--- src/rtl/spi_flash_prog_if.sv ---
module spi_flash_prog_if #(
  parameter int ADDR_W = 13,
  parameter logic [7:0] CMD_BW = 8'h40,
  parameter logic [7:0] CMD_BR = 8'h20,
  parameter logic [7:0] CMD_PW = 8'h50,
  parameter logic [7:0] CMD_PR = 8'h30
) (
  input  logic              clk,
  input  logic              rst_n,
  input  logic              prog_en,
  input  logic              sck,
  input  logic              mosi,
  output logic              miso,
  output logic [ADDR_W-1:0] mem_addr,
  output logic [7:0]        mem_wdata,
  output logic              mem_we,
  output logic              mem_re,
  input  logic [7:0]        mem_rdata,
  input  logic              mem_busy,
  output logic              wip
);
  localparam int HI_W = ADDR_W - 8;

  typedef enum logic [2:0] {PH_CMD, PH_AHI, PH_ALO, PH_DATA, PH_SKIP} phase_t;

  phase_t ph;
  logic [2:0] sck_q;
  logic [1:0] mosi_q;
  logic [2:0] bit_cnt;
  logic [7:0] rx, tx, cmd, ahi, off;
  logic [1:0] skip_n, rd_pipe;
  logic [ADDR_W-1:0] lw_addr;
  logic lw7, lw_valid;

  wire rise = sck_q[1] & ~sck_q[2];
  wire fall = ~sck_q[1] & sck_q[2];
  wire [7:0] rx_next = {rx[6:0], mosi_q[1]};
  wire byte_done = rise && (bit_cnt == 3'd7);
  wire known = (rx_next == CMD_BW) || (rx_next == CMD_BR) ||
               (rx_next == CMD_PW) || (rx_next == CMD_PR);
  wire is_wr = (cmd == CMD_BW) || (cmd == CMD_PW);
  wire is_pg = (cmd == CMD_PW) || (cmd == CMD_PR);
  wire poll  = mem_busy && lw_valid && (mem_addr == lw_addr);

  assign wip = mem_busy | mem_we;

  always_ff @(posedge clk or negedge rst_n) begin
    if (!rst_n) begin
      ph <= PH_CMD;
      sck_q <= '0;
      mosi_q <= '0;
      bit_cnt <= '0;
      rx <= '0;
      tx <= '0;
      cmd <= '0;
      ahi <= '0;
      off <= '0;
      skip_n <= '0;
      rd_pipe <= '0;
      lw_addr <= '0;
      lw7 <= 1'b0;
      lw_valid <= 1'b0;
      miso <= 1'b0;
      mem_addr <= '0;
      mem_wdata <= '0;
      mem_we <= 1'b0;
      mem_re <= 1'b0;
    end else begin
      sck_q <= {sck_q[1:0], sck};
      mosi_q <= {mosi_q[0], mosi};
      mem_we <= 1'b0;
      mem_re <= 1'b0;
      rd_pipe <= {rd_pipe[0], 1'b0};
      if (!prog_en) begin
        ph <= PH_CMD;
        bit_cnt <= '0;
        rx <= '0;
        tx <= '0;
        miso <= 1'b0;
        rd_pipe <= '0;
      end else begin
        if (rise) begin
          bit_cnt <= bit_cnt + 3'd1;
          rx <= rx_next;
        end
        if (fall) begin
          miso <= tx[7];
          tx <= {tx[6:0], 1'b0};
        end
        if (rd_pipe[1])
          tx <= poll ? {~lw7, mem_rdata[6:0]} : mem_rdata;
        if (byte_done) begin
          case (ph)
            PH_CMD: begin
              cmd <= rx_next;
              skip_n <= '0;
              ph <= known ? PH_AHI : PH_SKIP;
            end
            PH_AHI: begin
              ahi <= rx_next;
              off <= '0;
              if (is_pg) begin
                ph <= PH_DATA;
                if (!is_wr) begin
                  mem_addr <= {rx_next[HI_W-1:0], 8'h00};
                  mem_re <= 1'b1;
                  rd_pipe[0] <= 1'b1;
                end
              end else begin
                ph <= PH_ALO;
              end
            end
            PH_ALO: begin
              off <= rx_next;
              ph <= PH_DATA;
              if (!is_wr) begin
                mem_addr <= {ahi[HI_W-1:0], rx_next};
                mem_re <= 1'b1;
                rd_pipe[0] <= 1'b1;
              end
            end
            PH_DATA: begin
              if (is_wr) begin
                mem_we <= 1'b1;
                mem_addr <= {ahi[HI_W-1:0], off};
                mem_wdata <= rx_next;
                lw_addr <= {ahi[HI_W-1:0], off};
                lw7 <= rx_next[7];
                lw_valid <= 1'b1;
              end
              if (is_pg && off != 8'hFF) begin
                off <= off + 8'd1;
                if (!is_wr) begin
                  mem_addr <= {ahi[HI_W-1:0], off + 8'd1};
                  mem_re <= 1'b1;
                  rd_pipe[0] <= 1'b1;
                end
              end else begin
                ph <= PH_CMD;
              end
            end
            default: begin
              skip_n <= skip_n + 2'd1;
              if (skip_n == 2'd2) ph <= PH_CMD;
            end
          endcase
        end
      end
    end
  end
endmodule

--- config.mk ---
export PLATFORM = sky130hd
export DESIGN_NAME = spi_flash_prog_if
export DESIGN_NICKNAME = d
export VERILOG_FILES = /design/src/rtl/spi_flash_prog_if.sv
export SDC_FILE = /design/constraint.sdc
export NUM_CORES = 1
export LEC_CHECK = 0
export BUFFER_PORTS_ARGS = -buffer_cell sky130_fd_sc_hd__buf_2
export CORE_MARGIN = 4
export CORE_UTILIZATION = 55
export DETAILED_ROUTE_END_ITERATION = 8
export GPL_TIMING_DRIVEN = 0
export PLACE_DENSITY = 0.81
export SKIP_CTS_REPAIR_TIMING = 1
export SYNTH_ARGS = -nofsm -noshare
export SYNTH_HDL_FRONTEND = slang
export SYNTH_SLANG_ARGS = --single-unit
--- constraint.sdc ---
create_clock -name clk -period 3.4 [get_ports clk]
set_clock_uncertainty 0.1 [all_clocks]
set_input_delay 0.34 -clock clk [delete_from_list [all_inputs] [get_ports clk]]
set_output_delay 0.34 -clock clk [all_outputs]
set_load 0.01 [all_outputs]
==> key figures <==
Outcome
  • Status: finished clean

STA
  • Minimum clock period: between 2 and 3 ns
  • Slew margin rel.: a little over a third
  • Endpoints failing setup: 0
  • Total Neg Setup Slack: 0 ns
  • RSZ-0062 raised after global routing: false
  • Pins Over Slew Limit: 0
  • Worst-Margin Slew: a little under 1 ns
  • Max Clock Freq: roughly 350 MHz
  • Tcrit/Tclk final: between 80% and 90%
  • Final Hold Viols: 0

Synth
  • Yosys Warn Count: 0
  • Synth unique cells: 59
  • Syn nets: ~460
  • Top FF cell, synth: dfrtp_1
  • Seq/Total Area, Yosys: between 40 and 50%
  • Post-Syn Instances: between 400 and 500
  • Mapped cell area: ~4500 um2
  • Syn Area/Cell: ~10 um2
  • EDFF count, synth: 0
  • Asr flop ratio synth: 100%
  • #FFs+latches synth: 88

Clocking
  • Total CTS buffers: 9
  • Clk sinks: between 80 and 90
  • H-tree levels: 3
  • Root Buffer: clkbuf_8
  • CTS tree: done
  • Worst-Skew Late Latency: between 0.3 and 0.4 ns
  • Clk buf depth: 2
  • Clk pin slew, worst setup/hold paths: about 0.09 ns

Worst setup path
  • Crit Path Max Fanout: 10
  • Kind of critical path: reg2reg
  • CP cell instances: nor4_1 > and2_1 > buf_2 > nand2_1 > buf_1 > mux2_2
  • Crit-path max cell delay: 0.84 ns
  • Critical path arrival: 2.96 ns
  • Crit path capture type: flop
  • Critical path required time: 3.54 ns
  • Slowest CP cell: nor4_1
  • Startpoint Class: flop

Global route
  • Largest net degree at the start of global routing: 46
  • GRT overflow: 0
  • Global-route wire length before repair: ~18 mm
  • Vias in the first global route: ~3,500
  • Initial antenna violation count: 0
  • Total GRT Usage: 23.0%

Place
  • Placer's final routability congestion estimate: ~0.96
  • Final HPWL DP: 7.63 mm
  • Port bufs: 38
  • Placed Cells: between 500 and 600

Die
  • Die Height: about 99 um
  • Die Width: 98.5 um
  • IO Count: 39
  • CORE AREA: 7850 um2
  • Die area: approximately 9700 um2
  • Initial core utilization: between 50% and 60%
  • # rows: 32

Power
  • Gate power share: 3.4%
  • Seq pwr share: about 60%
  • Internal Power: around 1300 uW
  • Clock power frac: a little over a third
  • Switching Power: ~420 uW
  • Pwr/cell area: 348 nW/um2
  • Static leakage: ~0.0022 uW
  • Sw Ratio: about a quarter
  • Worst vdd ir: 0.231 mV

Detailed routing
  • Total Wirelength: between 10 and 15 mm
  • Vias: 3,619
  • First-pass DRT Iterations: 5
  • Post-route ant nets: 0
  • DR WL/cell: between 15 and 20 um
  • Residual DRC: 0
  • Detailed Route Iter0 Violations: about 320
  • Number of vias per cell: 6.04

Layout
  • Layout cells sized above 1: 20.1%
  • Layout Cells excl Fill: around 600
  • Area grow syn2layout: 12.1%
  • Filler cell count: 656
  • # diodes: 0
  • Final Util: between 60 and 70%
  • Final nets: between 500 and 600

Worst hold path
  • Worst hold path class: in2reg

Job
  • Max-cap viol count: 0
## layout make-up
type / instances / area (um2) / share of cell area, %
multi-input combinational: 315 / 2150 / 42.5
sequential: 88 / 2200 / 43.6
buffer: 30 / 130 / 2.57
inverter: 7 / 26.3 / 0.520
timing repair buffer: 42 / 250 / 4.95
clock inverter: 6 / 45.0 / 0.891
clock buffer: 9 / 124 / 2.45
tap: 102 / 128 / 2.53
## worst paths after layout
path	startpoint	slack, ns	endpoint	depth (start not counted)
setup / recovery	cmd[1]	0.58	lw_addr[6]	6
hold / removal	mem_rdata[0]	0.15	tx[0]	3
setup reg to reg	cmd[1]	0.58	lw_addr[6]	6
hold reg to reg	sck_q[0]	0.26	sck_q[1]	0
max in group asynchronous	rst_n	2.18	ahi[3]	3
min in group asynchronous	rst_n	0.42	tx[1]	2
## placed cells by master, fill, tap and decap left out, drive strengths merged, types with 11 or more instances in the layout
master / n
and2: 11
clkbuf: 31
dfrtp: 88
mux2: 33
buf: 47
a21oi: 31
xnor2: 17
nand2: 48
nor2: 15
o21ai: 29
## critical path: cells and delay by family, from the launching register on
family	cells	cell delay (ns)
and+or+nand+nor	3	1.24
buffers and inverters	2	0.58
DFF	1	0.40
muxes	1	0.37
## cell families (layout without fill, tap and decap cells)
family                   count (synthesis)  in the layout  share of synthesized area (%)
buffers and inverters                   37             94                           3.47
adder cells (fa/ha/maj)                  4              4                           1.11
AO/OA/AOI/OAI                          116            116                           17.1
flip-flops                              88             88                           48.9
XOR/XNOR                                17             17                           3.30
AND/OR/NAND/NOR                        136            136                           15.9
multiplexers                            42             42                           10.3
## state kept, by name, indices dropped and copies added, names as in the netlist
signal,count
tx,8
miso,1
rx,7
mosi_q,2
rd_pipe,2
lw_addr,13
lw_valid,1
bit_cnt,3
mem_we,1
ahi,5
skip_n,2
off,8
sck_q,3
mem_wdata,8
cmd,8
mem_addr,13
ph,3
## power groups by stage
stage	Clock [uW]	Combinational, uW	Sequential [uW]
6_report	643	59.8	1060
2_1_floorplan	0	19.8	1080
4_1_cts	658	59.4	1060
3_3_place_gp	0	54.2	1080
5_1_grt	712	69.3	1060
3_5_place_dp	0	59.3	1080
## metrics by stage
stage | setup WS, ns | total power (uW) | hold WS (ns) | cell area [um2]
finish | 0.577 | 1760 | 0.153 | 5050
global route | 0.291 | 1840 | 0.166 | 5050
CTS | 0.602 | 1770 | -0.108 | 5020
detailed placement | 0.605 | 1140 | 0.237 | 4850
global placement | 0.644 | 1130 | 0.234 | 4820
floorplan | 0.895 | 1100 | -0.0556 | 4510
## cell usage after synthesis (all sizes together) (3+ instances only)
library cell / number / area (um2)
o21ai: 29 / 145
a221oi: 3 / 26.3
nor2b: 6 / 37.5
nor3b: 8 / 60.1
o211ai: 4 / 43.8
nand4: 6 / 37.5
buf: 8 / 47.5
and2: 11 / 71.3
a32oi: 3 / 26.3
a21boi: 9 / 67.6
xnor2: 17 / 149
nand2: 48 / 180
nand3: 9 / 45.0
clkbuf: 22 / 82.6
a22o: 8 / 70.1
nand2b: 8 / 50.1
a31oi: 5 / 31.3
ha: 4 / 50.1
nor2: 15 / 58.8
a21oi: 31 / 155
nor3: 7 / 40.0
dfrtp: 88 / 2200
mux2: 33 / 375
o2bb2ai: 3 / 26.3
and3: 5 / 31.3
o31ai: 3 / 22.5
and4: 3 / 26.3
mux2i: 9 / 90.1
inv: 7 / 26.3
## per-layer routing
| metal | track usage [%] | share of wire [%] | vias to the layer above |
|---|---|---|---|
| li1 | - | - | 1701 |
| met3 | 4.53 | 5.9 | 17 |
| met2 | 35.2 | 46 | 137 |
| met5 | 0 | 0 | - |
| met1 | 33.1 | 46 | 1764 |
| met4 | 7.35 | 2.0 | 0 |
Note: power is estimated with default switching activity, not from simulation.
